**src/rtl/dma_irq_status.sv**
```systemverilog
module dma_irq_status #(
  parameter int NCH = 8,
  parameter int AW  = 4,
  parameter int DW  = 32
) (
  input  logic              clk,
  input  logic              rst_n,
  input  logic [NCH-1:0]    tc_done,
  input  logic [NCH-1:0]    err_done,
  input  logic [NCH*DW-1:0] ch_ctrl,
  input  logic [NCH*DW-1:0] ch_cfg,
  input  logic              bus_sel,
  input  logic              bus_wr,
  input  logic [AW-1:0]     bus_addr,
  input  logic [DW-1:0]     bus_wdata,
  output logic [DW-1:0]     bus_rdata,
  output logic              irq
);
  localparam int TC_IE_BIT   = 15;
  localparam int ERR_IE_BIT  = 14;
  localparam int EN_BIT      = 0;
  localparam int TC_REQ_BIT  = 31;
  localparam logic [AW-1:0] W_ANY     = AW'(0);
  localparam logic [AW-1:0] W_TC      = AW'(1);
  localparam logic [AW-1:0] W_TC_CLR  = AW'(2);
  localparam logic [AW-1:0] W_ERR     = AW'(3);
  localparam logic [AW-1:0] W_ERR_CLR = AW'(4);
  localparam logic [AW-1:0] W_TC_RAW  = AW'(5);
  localparam logic [AW-1:0] W_ERR_RAW = AW'(6);
  localparam logic [AW-1:0] W_EN      = AW'(7);

  logic [NCH-1:0] tc_raw, err_raw;
  logic [NCH-1:0] tc_msk, err_msk, en_vec, tc_hit;
  logic [NCH-1:0] tc_clr, err_clr, rd_vec;
  logic           wr_go, rd_go;

  for (genvar n = 0; n < NCH; n++) begin : g_ch
    assign tc_msk[n] = ch_cfg[n*DW + TC_IE_BIT];
    assign err_msk[n] = ch_cfg[n*DW + ERR_IE_BIT];
    assign en_vec[n] = ch_cfg[n*DW + EN_BIT];
    assign tc_hit[n] = tc_done[n] & ch_ctrl[n*DW + TC_REQ_BIT];
  end

  assign wr_go   = bus_sel & bus_wr;
  assign rd_go   = bus_sel & ~bus_wr;
  assign tc_clr  = (wr_go && bus_addr == W_TC_CLR)  ? bus_wdata[NCH-1:0] : '0;
  assign err_clr = (wr_go && bus_addr == W_ERR_CLR) ? bus_wdata[NCH-1:0] : '0;

  always_ff @(posedge clk) begin
    if (!rst_n) begin
      tc_raw  <= '0;
      err_raw <= '0;
    end else begin
      tc_raw  <= (tc_raw & ~tc_clr) | tc_hit;
      err_raw <= (err_raw & ~err_clr) | err_done;
    end
  end

  always_comb begin
    case (bus_addr)
      W_ANY:     rd_vec = (tc_raw & tc_msk) | (err_raw & err_msk);
      W_TC:      rd_vec = tc_raw & tc_msk;
      W_ERR:     rd_vec = err_raw & err_msk;
      W_TC_RAW:  rd_vec = tc_raw;
      W_ERR_RAW: rd_vec = err_raw;
      W_EN:      rd_vec = en_vec;
      default:   rd_vec = '0;
    endcase
  end

  assign bus_rdata = rd_go ? {{(DW-NCH){1'b0}}, rd_vec} : '0;
  assign irq = |((tc_raw & tc_msk) | (err_raw & err_msk));
endmodule


```
**config.mk**
```make
export PLATFORM = sky130hd
export DESIGN_NAME = dma_irq_status
export DESIGN_NICKNAME = d
export VERILOG_FILES = /design/src/rtl/dma_irq_status.sv
export SDC_FILE = /design/constraint.sdc
export NUM_CORES = 1
export LEC_CHECK = 0
export CORE_AREA = 10 10 225 227
export DETAILED_ROUTE_END_ITERATION = 7
export DIE_AREA = 0 0 235 237
export GPL_ROUTABILITY_DRIVEN = 0
export SYNTH_ARGS = -nofsm -noshare
export SYNTH_HDL_FRONTEND = slang
export SYNTH_SLANG_ARGS = --single-unit
```
**constraint.sdc**
```tcl
create_clock -name clk -period 1.7 [get_ports clk]
set_input_delay 0.255 -clock clk [delete_from_list [all_inputs] [get_ports clk]]
set_output_delay 0.255 -clock clk [all_outputs]
set_load 0.03 [all_outputs]
```
# After elaboration in Yosys (flattened, before gate mapping)
# Cells that the tools add are included.
# W data, S select, Z words.
[totals]
ff_bits = 16
word_cells = 37
in_bits = 568
[op_classes]
n_mux = 4
reduce_logical = 4
n_eq_ne = 7
n_bitwise = 20
[op_table]
columns = ["cell", "count"]
rows = [
  ["$pmux W8 S6", 1],
  ["$and A8 B8 Y8", 4],
  ["$mux W8", 3],
  ["$or A8 B8 Y8", 3],
  ["$eq A4 B3 Y1 const B", 4],
  ["$not A8 Y8", 2],
  ["$and A1 B1 Y1", 10],
  ["$eq A4 B2 Y1 const B", 2],
  ["$reduce_or A8 Y1", 1],
  ["$eq A4 B1 Y1 const B", 1],
  ["$logic_not A4 Y1", 1],
  ["$logic_and A1 B1 Y1", 2],
  ["$not A1 Y1", 1],
]

# Logic depth before layout (Yosys ltp)
[logic_depth]
ltp_word = 6
mapped_depth = 6
depth_no_buf = 3

# Least setup slack after synthesis
# OpenSTA, ideal clock, no wires.
[synth_timing]
path_type = "input -> output"
start = "input port bus_addr[0]"
end = "output port bus_rdata[1]"
cell_stages = 5
path_slack_ns = -0.178
path_buffers = 2
required_time_ns = 1.445
arrival_ns = 1.623
cell_sequence = "buf_6 buf_6 nand3b_1 a21o_1 a221oi_1"
[synth_via]
elab_chain_cells = 3
word_cells_on_any_way = 8
[synth_lines]
columns = ["item", "line", "rtl"]
rows = [
  ["start, declared", "14", "input logic [AW-1:0] bus_addr,"],
  ["$eq A4 B3 Y1 (tied with other cells)", "60", "case (bus_addr)"],
  ["$pmux W8 S6 *", "60", ""],
  ["$mux W8 *", "71", "assign bus_rdata = rd_go ? {{(DW-NCH){1'b0}}, rd_vec} : '0;"],
  ["end, declared", "16", "output logic [DW-1:0] bus_rdata,"],
]
# Mark *: on every way between the ends. The rest lies on a longest branch, timed or not.

# Worst setup path after layout
[layout_timing]
start = "register tc_raw[2]"
end = "output port irq"
[layout_via]
elab_chain_cells = 3
[layout_lines]
columns = ["item", "line", "rtl"]
rows = [
  ["start, declared", "32", "logic [NCH-1:0] tc_raw, err_raw;"],
  ["start signal, assigned", "54", "tc_raw <= (tc_raw & ~tc_clr) | tc_hit;"],
  ["$and A8 B8 Y8", "72", "assign irq = |((tc_raw & tc_msk) | (err_raw & err_msk));"],
  ["$or A8 B8 Y8", "72", ""],
  ["$reduce_or A8 Y1", "72", ""],
  ["end, declared", "17", "output logic irq"],
]
# Every way passes these cells.

==> results.cfg <==
[run_status]
outcome = finished, violations left
violations = negative setup slack

[global_route]
grt_max_degree = 25
antenna_found_initial = 21
grt_pass1_wl_um = 14590
grt_pass1_vias = 1804
overflow = 0
grt_usage_pct = 3.747

[timing]
slew_violations = 0
layout_setup_ws_ns = -0.05599
skew_ns = 0
min_period_ns = 1.756
clock.fmax_mhz = 569.5
rsz0062_at_grt = yes
tns_ns = -0.07718
finalCritPeriodShare_pct = 103.3
hold_viol = 0
finalSetupViolCount = 2

[setup_path]
r2r_slack_ns = 0.73
crit_arrival_ns = 1.50
critPathCaptureType = output port
path_max_fanout = 3
r2r_start = tc_raw[0]$_SDFF_PN0_
setup.worst_path.start = tc_raw[2]$_SDFF_PN0_
critPathRequiredTime_ns = 1.44
start_kind = flip-flop
worstSetupPathType = flip-flop to output port

[clock_tree]
clk_latency_ns = 0.24
clk_transition_reported_paths_ns = 0.05
clk_path_buf_depth = 2
hold_buffers = 0
cts-root-buf = clkbuf_16
htreeDepth = 1
cts_buffers = 3
cts_sinks = 16
cts_tree = built

[finish]
final_common_cell = clkdlybuf4s50_1
num-nets-final = 849
layout-drive-gt1-share_pct = 32.26
final_util_pct = 7.229
final_cell_mix = 33 x clkdlybuf4s50_1, 26 x buf_4, 24 x nand2_1, 24 x conb_1, 22 x dlygate4sd2_1
synthToLayoutAreaGrowth_pct = 129.3

[power]
p_per_area_nw_per_um2 = 444.6
leakage_nw = 1.192
vdd_drop_max_uv = 265.0

[drt]
drt_pass1_iterations = 4
vias = 1765
first_iter_violations = 52
ant_nets = 0
drc_errors = 0
wl_per_cell_um = 12.45
vias_per_cell = 1.988
wirelength_um = 11060

[floorplan]
die_w_um = 235
die_h_um = 237
core-area_um2 = 46160
io_pins = 601
rows = 79
fp.dieArea_um2 = 55700
start_util_pct = 3.152

[min_path]
hold_class = primary input to flip-flop
hold_start = err_done[7]

[logic_synthesis]
ys_warn_count = 0
synthCells = 187
synth-edff-count = 0
synth_cell_types = 31
synthFlopType = dfxtp_1
synth-async-reset-ratio_pct = 0
synth-seq-cells = 16
seq_area_frac_synth_pct = 22.01
syn_area_um2 = 1455
syn_avg_cell_area_um2 = 7.782

[placement]
io_buffers = 72
hpwl_um = 9634
pre_cts_ws_ns = -0.4652

[job]
max-cap-violations = 0
[final timing paths]
path | cells past startpoint | end
setup / recovery | 4 | irq
hold / removal | 2 | err_raw[7]$_SDFF_PN0_
setup reg to reg | 4 | tc_raw[0]$_SDFF_PN0_
hold reg to reg | 3 | err_raw[7]$_SDFF_PN0_
[registers in the layout, summed over array words and instances (netlist names)]
| name | count |
|---|---|
| tc_raw | 8 |
| err_raw | 8 |
[where the power goes]
| group | internal, W | switching (W) |
|---|---|---|
| combinational | 0.000286 | 0.000298 |
| clock | 0.000308 | 0.000134 |
| sequential | 0.000407 | 0.0000521 |
[what timing repair did]
item | in CTS | in global routing
pin swaps | 17 | 9
resized for setup | 83 | 20
buffers inserted | 5 | 1
cloned | 0 | 0
endpoints found under the setup margin | 19 | 9
[metal layers]
metal | global-route usage [%] | up-vias | share of wire (%)
li1 | - | 830 | -
met3 | 2.223 | 20 | 15
met1 | 6.102 | 786 | 54
met4 | 0.4692 | 12 | 0.69
met2 | 3.712 | 117 | 29
met5 | 0 | - | 0.61
[synth_stat cells (3+ instances only)]
library cell  count  area share [%]
clkbuf_1          5             1.3
nand4_1           3             1.3
a21o_1            3             1.5
a31oi_1          19             8.2
o21ai_0           6             2.1
o21a_1            8             4.1
a221oi_1          3             1.8
buf_4            26              13
buf_6             3             2.3
dfxtp_1          16              22
nand3_1           6             2.1
nand2_1          27             7.0
buf_2             4             1.4
a22oi_1           4             2.1
a22o_1            5             3.0
a21oi_1           5             1.7
mux2_1            7             5.4
nor2b_1           4             1.7
a32o_1            5             3.4
inv_1             8             2.1
a31o_1            8             4.8
nand3b_1          3             1.5
[logic make-up after synthesis]
kind of cell              after synthesis  synth area share, %
other                                   1               0.2577
AOI/OAI and AO/OA                      67                33.45
muxes                                   8                6.449
and+or+nand+nor                        48                16.77
xor gates and xnor gates                1               0.6020
buffers and inverters                  46                20.46
DFF                                    16                22.01
[area by class of cell]
class,instances,area [um2]
fill,5394,42820
multi-input combinational,148,1062
timing repair buffer,104,1047
tap,607,759.5
sequential,16,357.8
clock buffer,3,75.07
inverter,8,30.03
antenna,2,5.005
[critical path, stage by stage, from the launching register on]
cell and delay (ns):
dfxtp_4 0.37, nand2_2 0.07, nand4_1 0.10, or4_4 0.56, buf_8 0.16
[per-stage QoR]
stage          area, um2  total power (W)  hold slack [ns]  std cells
6_report            3337         0.001484           0.6124        888
2_1_floorplan       1560        0.0007252           0.3788        210
5_1_grt             3332         0.001564           0.6270        886
3_3_place_gp        3070        0.0009972           0.6671        877
4_1_cts             3279         0.001481           0.6120        885
3_5_place_dp        3070        0.0009997           0.6806        877
(Power assumes the default switching activity.)
